### src/rtl/mmx_pkg.sv
package mmx_pkg;
  localparam int unsigned NIB = 4;
  localparam int unsigned PPW = 2 * NIB;

  // precision codes beyond the widest mode fall back to the widest mode
  function automatic int unsigned clamp_mode(input int unsigned code, input int unsigned nmode);
    return (code >= nmode) ? nmode - 1 : code;
  endfunction
endpackage

### src/rtl/mmx_nibble_grid.sv
module mmx_nibble_grid
  import mmx_pkg::*;
#(
  parameter int unsigned NG = 4
) (
  input  logic [NG*NIB-1:0]      x_i,
  input  logic [NG*NIB-1:0]      y_i,
  output logic [NG*NG*PPW-1:0]   pp_o
);
  for (genvar i = 0; i < NG; i++) begin : g_row
    for (genvar j = 0; j < NG; j++) begin : g_col
      assign pp_o[(i*NG+j)*PPW +: PPW] = {4'b0, x_i[i*NIB +: NIB]} * {4'b0, y_i[j*NIB +: NIB]};
    end
  end
endmodule

### src/rtl/mmx_combine.sv
module mmx_combine
  import mmx_pkg::*;
#(
  parameter int unsigned NG    = 4,
  parameter int unsigned NMODE = 3,
  parameter int unsigned MW    = 2,
  parameter int unsigned ACC_W = 32,
  localparam int unsigned NLANE = NG * NG
) (
  input  logic [NLANE*PPW-1:0]   pp_i,
  input  logic [MW-1:0]          mode_i,
  output logic [NLANE*ACC_W-1:0] sum_o
);
  logic [ACC_W-1:0] var_w [NMODE][NLANE];

  for (genvar m = 0; m < NMODE; m++) begin : g_mode
    localparam int unsigned NB   = 1 << m;
    localparam int unsigned HH   = NG >> m;
    localparam int unsigned USED = HH * HH;
    for (genvar l = 0; l < NLANE; l++) begin : g_lane
      if (l < USED) begin : g_used
        localparam int unsigned R = l / HH;
        localparam int unsigned C = l % HH;
        logic [ACC_W-1:0] lane_s;
        always_comb begin
          lane_s = '0;
          for (int a = 0; a < NB; a++) begin
            for (int d = 0; d < NB; d++) begin
              lane_s = lane_s + (ACC_W'(pp_i[((R*NB+a)*NG + C*NB + d)*PPW +: PPW]) << (NIB*(a+d)));
            end
          end
        end
        assign var_w[m][l] = lane_s;
      end else begin : g_idle
        assign var_w[m][l] = '0;
      end
    end
  end

  always_comb begin
    sum_o = '0;
    for (int l = 0; l < NLANE; l++) begin
      for (int m = 0; m < NMODE; m++) begin
        if (mode_i == MW'(m)) sum_o[l*ACC_W +: ACC_W] = var_w[m][l];
      end
    end
  end
endmodule

### src/rtl/mmx_accum.sv
module mmx_accum #(
  parameter int unsigned NLANE = 16,
  parameter int unsigned ACC_W = 32
) (
  input  logic                   clk,
  input  logic                   rst_n,
  input  logic                   clr_i,
  input  logic                   add_i,
  input  logic [NLANE*ACC_W-1:0] sum_i,
  output logic [NLANE*ACC_W-1:0] acc_o
);
  logic [NLANE*ACC_W-1:0] acc_q, acc_n;
  logic                   acc_en;

  assign acc_en = clr_i | add_i;

  always_comb begin
    acc_n = '0;
    if (!clr_i) begin
      for (int l = 0; l < NLANE; l++) begin
        acc_n[l*ACC_W +: ACC_W] = acc_q[l*ACC_W +: ACC_W] + sum_i[l*ACC_W +: ACC_W];
      end
    end
  end

  always_ff @(posedge clk or negedge rst_n) begin
    if (!rst_n)      acc_q <= '0;
    else if (acc_en) acc_q <= acc_n;
  end

  assign acc_o = acc_q;

  assert_start_clears_R4: assert property (@(posedge clk) disable iff (!rst_n)
    clr_i |=> (acc_o == '0));
endmodule

### src/rtl/mmx_engine.sv
module mmx_engine
  import mmx_pkg::*;
#(
  parameter int unsigned SIZE = 16,
  localparam int unsigned NG    = SIZE / NIB,
  localparam int unsigned NLANE = NG * NG,
  localparam int unsigned NMODE = $clog2(NG) + 1,
  localparam int unsigned MW    = (NMODE > 1) ? $clog2(NMODE) : 1,
  localparam int unsigned ACC_W = 2 * SIZE
) (
  input  logic                   clk,
  input  logic                   rst_n,
  input  logic                   start_i,
  input  logic [MW-1:0]          prec_i,
  input  logic                   valid_i,
  input  logic [SIZE-1:0]        x_col_i,
  input  logic [SIZE-1:0]        y_row_i,
  output logic                   done_o,
  output logic [NLANE*ACC_W-1:0] res_o
);
  localparam int unsigned CW = $clog2(NG + 1) + 1;

  // reset: asserted asynchronously, released on the clock
  logic [1:0] rsync_q;
  logic       rst_ni;
  always_ff @(posedge clk or negedge rst_n) begin
    if (!rst_n) rsync_q <= 2'b00;
    else        rsync_q <= {rsync_q[0], 1'b1};
  end
  assign rst_ni = rsync_q[1];

  // control
  logic [MW-1:0]        mode_q, mode_n;
  logic [CW-1:0]        cnt_q, cnt_n, h_cur, h_new;
  logic                 accept, last_n;
  logic                 pp_v_q, pp_last_q, done_q, done_n;
  logic [NLANE*PPW-1:0] pp_w, pp_q;
  logic [NLANE*ACC_W-1:0] sum_w;

  assign h_cur = CW'(NG >> mode_q);

  always_comb begin
    mode_n = start_i ? MW'(clamp_mode(int'(prec_i), NMODE)) : mode_q;
    h_new  = CW'(NG >> mode_n);
    accept = valid_i & (start_i | (cnt_q < h_cur));
    if (start_i)     cnt_n = valid_i ? CW'(1) : '0;
    else if (accept) cnt_n = cnt_q + CW'(1);
    else             cnt_n = cnt_q;
    last_n = accept & (cnt_n == h_new);
    done_n = ~start_i & pp_v_q & pp_last_q;
  end

  always_ff @(posedge clk or negedge rst_ni) begin
    if (!rst_ni) begin
      mode_q    <= '0;
      cnt_q     <= CW'(NG);
      pp_v_q    <= 1'b0;
      pp_last_q <= 1'b0;
      done_q    <= 1'b0;
    end else begin
      mode_q    <= mode_n;
      cnt_q     <= cnt_n;
      pp_v_q    <= accept;
      pp_last_q <= last_n;
      done_q    <= done_n;
    end
  end

  // stage 1: small-multiplier outputs captured on acceptance
  mmx_nibble_grid #(.NG(NG)) u_grid (
    .x_i  (x_col_i),
    .y_i  (y_row_i),
    .pp_o (pp_w)
  );

  always_ff @(posedge clk or negedge rst_ni) begin
    if (!rst_ni)     pp_q <= '0;
    else if (accept) pp_q <= pp_w;
  end

  // stage 2: precision-dependent assembly, then accumulation
  mmx_combine #(.NG(NG), .NMODE(NMODE), .MW(MW), .ACC_W(ACC_W)) u_comb (
    .pp_i   (pp_q),
    .mode_i (mode_q),
    .sum_o  (sum_w)
  );

  mmx_accum #(.NLANE(NLANE), .ACC_W(ACC_W)) u_acc (
    .clk   (clk),
    .rst_n (rst_ni),
    .clr_i (start_i),
    .add_i (pp_v_q),
    .sum_i (sum_w),
    .acc_o (res_o)
  );

  assign done_o = done_q;

  assert_prec_hold_R6: assert property (@(posedge clk) disable iff (!rst_ni)
    !start_i |=> $stable(mode_q));

  assert_ignore_full_R7: assert property (@(posedge clk) disable iff (!rst_ni)
    (valid_i && !start_i && (cnt_q >= h_cur)) |=> !pp_v_q);

  assert_done_follows_last_R5: assert property (@(posedge clk) disable iff (!rst_ni)
    (pp_v_q && pp_last_q && !start_i) |=> done_o);

  assert_done_needs_last_R5: assert property (@(posedge clk) disable iff (!rst_ni)
    $rose(done_o) |-> $past(pp_last_q));
endmodule

### config.mk
export PLATFORM = sky130hd
export DESIGN_NAME = mmx_engine
export DESIGN_NICKNAME = d
export VERILOG_FILES = /design/src/rtl/mmx_pkg.sv /design/src/rtl/mmx_nibble_grid.sv /design/src/rtl/mmx_combine.sv /design/src/rtl/mmx_accum.sv /design/src/rtl/mmx_engine.sv
export SDC_FILE = /design/constraint.sdc
export NUM_CORES = 2
export LEC_CHECK = 0
export BUFFER_PORTS_ARGS = -buffer_cell sky130_fd_sc_hd__buf_2
export CAP_MARGIN = 0
export CELL_PAD_IN_SITES_DETAIL_PLACEMENT = 1
export CELL_PAD_IN_SITES_GLOBAL_PLACEMENT = 2
export CORE_MARGIN = 5
export CORE_UTILIZATION = 38
export DETAILED_ROUTE_END_ITERATION = 10
export GPL_ROUTABILITY_DRIVEN = 0
export PLACE_DENSITY_LB_ADDON = 0.1
export SETUP_SLACK_MARGIN = 0.5
export SYNTH_ARGS = -nofsm -noshare
export SYNTH_HDL_FRONTEND = slang
export SYNTH_SLANG_ARGS = --single-unit
### constraint.sdc
create_clock -name clk -period 26.2 [get_ports clk]
set_clock_uncertainty 0.15 [all_clocks]
set_input_delay 2.62 -clock clk [delete_from_list [all_inputs] [get_ports clk]]
set_output_delay 2.62 -clock clk [all_outputs]
set_load 0.1 [all_outputs]
### Word level (Yosys, flattened, before mapping)

Index checks and enable logic that the tools add are counted.

| word-level totals | value |
|---|---|
| bits in registers | 651 |
| bits of input ports | 38 |
| output and inout port bits | 513 |

| cells by class | value |
|---|---|
| $add $sub $neg | 43 |
| multipliers | 16 |
| order comparisons | 2 |
| equality and inequality tests | 3 |
| shift-type cells | 2 |
| muxes and demuxes | 54 |
| bitwise operators | 7 |
| reduce and logical (&&, ||, !) cells | 1 |

Operators by type and width:

| cell | count |
|---|---|
| $mux 32 | 32 |
| $add 32x32->32 | 17 |
| $mux 512 | 1 |
| $add 32x16->32 | 7 |
| $add 32x12->32 | 5 |
| $add 32x20->32 | 4 |
| $mul 4x4->8 | 16 |
| $mux 8 | 16 |
| $add 32x24->32 | 3 |
| $add 32x28->32 | 2 |
| $add 8x12->13 | 4 |
| $mux 4 | 2 |
| $shr 3x2->4 const A | 2 |
| $add 4x1->4 const B | 1 |
| $and 1x1->1 | 4 |
| $eq 4x4->1 | 1 |
| $lt 4x4->1 | 1 |
| $mux 2 | 2 |
| $eq 2x1->1 const B | 1 |
| $eq 2x2->1 const B | 1 |
| $ge 2x2->1 const B | 1 |
| $logic_not 2->1 | 1 |
| $or 1x1->1 | 2 |
| $mux 1 | 1 |
| $not 1->1 | 1 |

### Logic depth before layout (Yosys ltp)

| depth | value |
|---|---|
| word-level depth | 18 |
| mapped depth | 34 |
| gate-level depth less buffers | 34 |

### By module

Synthesis repeated with hierarchy kept, for this count alone.

| second synthesis, totals | value |
|---|---|
| cell total of the unflattened synthesis | 7434 |
| area, all modules | 65849.4 um^2 |

By module, submodules not included:

| module | instances | cells an instance | area each (um^2) | sequential area each (um^2) |
|---|---|---|---|---|
| mmx_accum | 1 | 5101 | 43520.5 | 12812.3 |
| mmx_combine | 1 | 1197 | 9571.7 | 0.0 |
| mmx_nibble_grid | 1 | 810 | 7016.7 | 0.0 |
| mmx_engine | 1 | 326 | 5740.5 | 3479.6 |

### Worst setup path before layout

No wires, ideal clock.

| path | value |
|---|---|
| path kind | register -> register |
| start point | register pp_q[5] |
| end point | register u_acc.acc_q[31] (netlist: u_acc.acc_o[31]) |
| setup time | 136 ps |
| data arrival time | 6707 ps |
| data required time | 25914 ps |
| slack | 19206 ps |
| cell stages (with the launch flop) | 33 |
| path buffers | 0 |
| period minus slack after synthesis | 6994 ps |
| path through | dfrtp_1 ha_1 a21o_1 a21oi_1 nor2b_1 o21ai_0 xnor2_1 fa_1 inv_1 fa_1 inv_1 fa_1 ha_1 fa_1 a21oi_1 o21ai_0 o2bb2ai_1 nand2b_1 a21oi_1 o21bai_1 a21oi_1 xor2_1 nor2_1 ha_1 nand3_1 nor2_1 nand2_1 or3_1 o211ai_1 o221ai_1 xnor2_1 a21o_1 a21oi_1 |

| on the way | value |
|---|---|
| word-level cells in the longest chain between the ends | 18 |
| elaborated cells between the ends (all ways) | 22 |

RTL lines:

| item | line | source |
|---|---|---|
| from (decl) | mmx_engine.sv:37 | `logic [NLANE*PPW-1:0] pp_w, pp_q;` |
| from (signal assigned) | mmx_engine.sv:78 | `else if (accept) pp_q <= pp_w;` |
| $add 8x12->13 | mmx_combine.sv:29 | `lane_s = lane_s + (ACC_W'(pp_i[((R*NB+a)*NG + C*NB + d)*PPW +: PPW]) << (NIB*(a+d)));` |
| $add 32x16->32 | mmx_combine.sv:29 |  |
| $add 32x20->32 | mmx_combine.sv:29 |  |
| $add 32x12->32 | mmx_combine.sv:29 |  |
| $add 32x16->32 | mmx_combine.sv:29 |  |
| $add 32x20->32 | mmx_combine.sv:29 |  |
| $add 32x24->32 | mmx_combine.sv:29 |  |
| $add 32x16->32 | mmx_combine.sv:29 |  |
| (+2 left out) | - |  |
| $add 32x28->32 | mmx_combine.sv:29 |  |
| $add 32x20->32 | mmx_combine.sv:29 |  |
| $add 32x24->32 | mmx_combine.sv:29 |  |
| $add 32x28->32 | mmx_combine.sv:29 |  |
| $add 32x32->32 | mmx_combine.sv:29 |  |
| $mux 32 * | mmx_combine.sv:44 | `if (mode_i == MW'(m)) sum_o[l*ACC_W +: ACC_W] = var_w[m][l];` |
| $add 32x32->32 * | mmx_accum.sv:21 | `acc_n[l*ACC_W +: ACC_W] = acc_q[l*ACC_W +: ACC_W] + sum_i[l*ACC_W +: ACC_W];` |
| $mux 512 * | mmx_accum.sv:19 | `if (!clr_i) begin` |
| to (signal assigned) | mmx_accum.sv:28 | `else if (acc_en) acc_q <= acc_n;` |
| to (decl) | mmx_accum.sv:12 | `logic [NLANE*ACC_W-1:0] acc_q, acc_n;` |

Mark *: on every way between the ends. The rest lies on a longest branch, timed or not.
A chain may end at the register's enable or synchronous reset.

### Final worst setup path

| path | value |
|---|---|
| start point | register pp_q[5] |
| end point | register u_acc.acc_q[29] (netlist: u_acc.acc_o[29]) |

The elaborated chain is that of the path after synthesis.

==> results.yml <==
power:
  p_sw_share_pct: 47.5
  power_mw: 6.02
  clkPwrFrac_pct: 21.3
  power_leakage_nw: 29.2
  power.density_nw_per_um2: 105
  power_frac_comb_pct: 57.9
  vdd.ir_drop.worst_mv: 0.115
  p_seq_share_pct: 20.9
  internal_power_mw: 3.16
  switchingPower_mw: 2.86
floorplan:
  die_x_um: 372
  ios: 551
  fp.dieArea_um2: 139000
  core_um2: 131000
  die_h_um: 372
  start_util_pct: 38.1
  rows: 133
sta:
  slew_headroom_pct: 18.4
  rsz0062_at_grt: "no"
  max_freq_mhz: 126
  timing.hold.ws_ps: 212
  finalSetupViolations: 0
  finalMaxSlewViolations: 0
  hold_violations: 0
  worst_pin_slew_ps: 1220
  fin_setup_tns_ps: 0
  period_share_pct: 30.3
  finalCriticalPeriod_ps: 7930
route:
  postRouteAntennaNets: 0
  route.detailed.drc: 0
  finalWirelength_um: 177000
  vias: 41300
  viasPerCell: 5.32
  dr.pass1.iters: 4
  drt_iter0_markers: 2202
  wl_per_cell_um: 22.8
run:
  max_cap_violations: 0
placed_design:
  hpwl_um: 136000
  portBuffers: 550
  detailed_place.area_um2: 54300
  dp_cells: 7609
clock_network:
  cts-htree-levels: 3
  cts_hold_buf: 0
  cts_tree: "built"
  clk_latency_ps: 670
  ctsResizeCount: 0
  cts_inserted_buffers: 85
  cts_sinks: 651
  cts_setup_buffers: 0
  clockBufferDepth: 3
  path_clk_slew_ps: 60
  cts-root-buf: "clkbuf_16"
final_layout:
  mostFrequentLayoutCells: "dfrtp_1, nor2_1, buf_2, ha_1, nand2_1"
  syn2layout_area_growth_pct: 15.0
  fin_nets: 6666
  final_common_cell: "dfrtp_1"
  drive_gt1_share_pct: 12.9
  final_area_um2: 57300
  layout.cells.non_filler: 7765
synth:
  synth_edf_count: 0
  ys_warn_count: 0
  ys_seq_area_share_pct: 32.7
  synth_cell_type_count: 85
  synth_fp_nets: 6207
  async_reset_ff_share_pct: 100
  avgSynthCellArea_um2: 9.09
  ys_ff_latch: 651
  syn_inst: 5482
  synth-main-ff-cell: "dfrtp_1"
  synth_area_um2: 49900
global_route:
  grtUsageTotal_pct: 25.0
  grt_max_degree: 148
  grt_overflow: 0
  grt_pass1_vias: 42500
  grt_pass1_wl_um: 266000
  antenna_found_initial: 7
critical_path:
  required_ps: 26600
  crit_type: "flop to flop"
  worstPathMaxFanout: 5
  cp_slowest_cell: "fa_1"
  critPathArrivalTime_ps: 8330
  end_kind: "flop"
  crit_path_max_incr_delay_ps: 530
  worstSetupStartpointType: "flop"
  r2r_cells: 32
worst_hold_path:
  min_path_type: "flop to flop"
  min_delay_path_depth: 0
status:
  status: "completed"
## worst max-delay path, delay by kind of cell, from the launching register on
| kind | cells | cell delay (ps) |
|---|---|---|
| AO/OA/AOI/OAI | 12 | 2470 |
| XOR/XNOR | 2 | 280 |
| adder cells (fa/ha/maj) | 7 | 3020 |
| buffers and inverters | 2 | 110 |
| flip-flops | 1 | 410 |
| AND/OR/NAND/NOR | 9 | 1350 |
## cell type report
cell class	count	area (um^2)
multi-input combinational	4257	31400
tap	1755	2200
inverter	355	1330
fill	15300	73600
clock buffer	113	2430
sequential	651	16300
timing repair buffer	591	3100
antenna	3	7.51
clock inverter	40	584
## Yosys cell counts (5+ instances only)
library cell	n	area [um^2]
o21ai_1	8	40.0
nor4b_1	30	263
a221o_1	5	50.1
buf_1	10	37.5
o21ai_0	216	1080
and2_1	233	1460
ha_1	512	6410
o211ai_1	13	97.6
nand2_1	490	1840
a21oi_1	290	1450
nor2_1	608	2280
mux2i_1	150	1500
xnor2_1	365	3200
o21bai_1	59	443
o22ai_1	7	43.8
buf_2	24	120
xor2_1	160	1400
a31oi_1	16	100
nand3b_1	5	37.5
o41ai_1	5	43.8
clkbuf_1	182	683
a22o_1	18	158
or4_1	14	105
dfrtp_1	650	16300
nor2b_1	56	350
o31ai_1	17	128
a21o_1	150	1130
or2_2	8	50.1
and4_1	20	175
nor3b_1	25	188
fa_1	175	3500
nor4_1	28	175
nand4_1	53	332
a211oi_1	31	233
nor3_1	103	515
and3_1	75	469
or3_1	57	357
nand3_1	134	671
o21a_1	11	82.6
a32o_1	5	50.1
a21boi_0	13	97.6
nand2b_1	22	138
inv_1	355	1330
## power groups by stage
stage	logic [mW]	registers, mW	clock network (mW)
5_1_grt	3.85	1.27	1.36
6_report	3.48	1.26	1.28
3_3_place_gp	3.43	1.27	0
2_1_floorplan	2.31	1.47	0
3_5_place_dp	3.46	1.27	0
4_1_cts	3.49	1.26	1.32
## path summary, 6_finish.rpt
check | endpoint | slack [ps] | startpoint
max | u_acc.acc_o[29]$_DFFE_PN0P_ | 18270 | pp_q[5]$_DFFE_PN0P_
max reg2reg | u_acc.acc_o[29]$_DFFE_PN0P_ | 18270 | pp_q[5]$_DFFE_PN0P_
min reg2reg | rsync_q[1]$_DFF_PN0_ | 210 | rsync_q[0]$_DFF_PN0_
min | rsync_q[1]$_DFF_PN0_ | 210 | rsync_q[0]$_DFF_PN0_
min in group asynchronous | u_acc.acc_o[474]$_DFFE_PN0P_ | 220 | rsync_q[1]$_DFF_PN0_
max in group asynchronous | u_acc.acc_o[314]$_DFFE_PN0P_ | 22930 | rsync_q[1]$_DFF_PN0_
## sequential cells by signal, summed over array words and instances (netlist names)
| register | cells |
|---|---|
| u_acc.acc_o | 512 |
| pp_q | 128 |
| cnt_q | 4 |
| mode_q | 2 |
| rsync_q | 2 |
| done_o | 1 |
| pp_last_q | 1 |
| pp_v_q | 1 |
## routing by layer
layer | track usage, % | vias up | share of wire (%)
met4 | 6.92 | 0 | 2.8
met5 | 0 | - | 0
met2 | 40.5 | 734 | 46
li1 | - | 19600 | -
met1 | 34.8 | 20800 | 47
met3 | 3.92 | 169 | 5.1
## per-stage QoR
step	util [%]	worst slack, ps
6_report	43.8	18270
5_1_grt	43.8	17830
4_1_cts	43.8	18300
3_5_place_dp	41.5	18320
3_3_place_gp	41.5	18350
2_1_floorplan	-	6560
## cells by family after synthesis
family / Yosys count / synth area share [%]
other: 1 / 0.00752
AND/OR/NAND/NOR: 1979 / 19.2
multiplexers: 153 / 3.08
XOR/XNOR: 525 / 9.22
AO/OA/AOI/OAI: 912 / 11.5
flip-flops: 651 / 32.7
adder cells (fa/ha/maj): 687 / 19.9
buffers and inverters: 574 / 4.41
No activity file was read; power rests on OpenSTA's default activity.
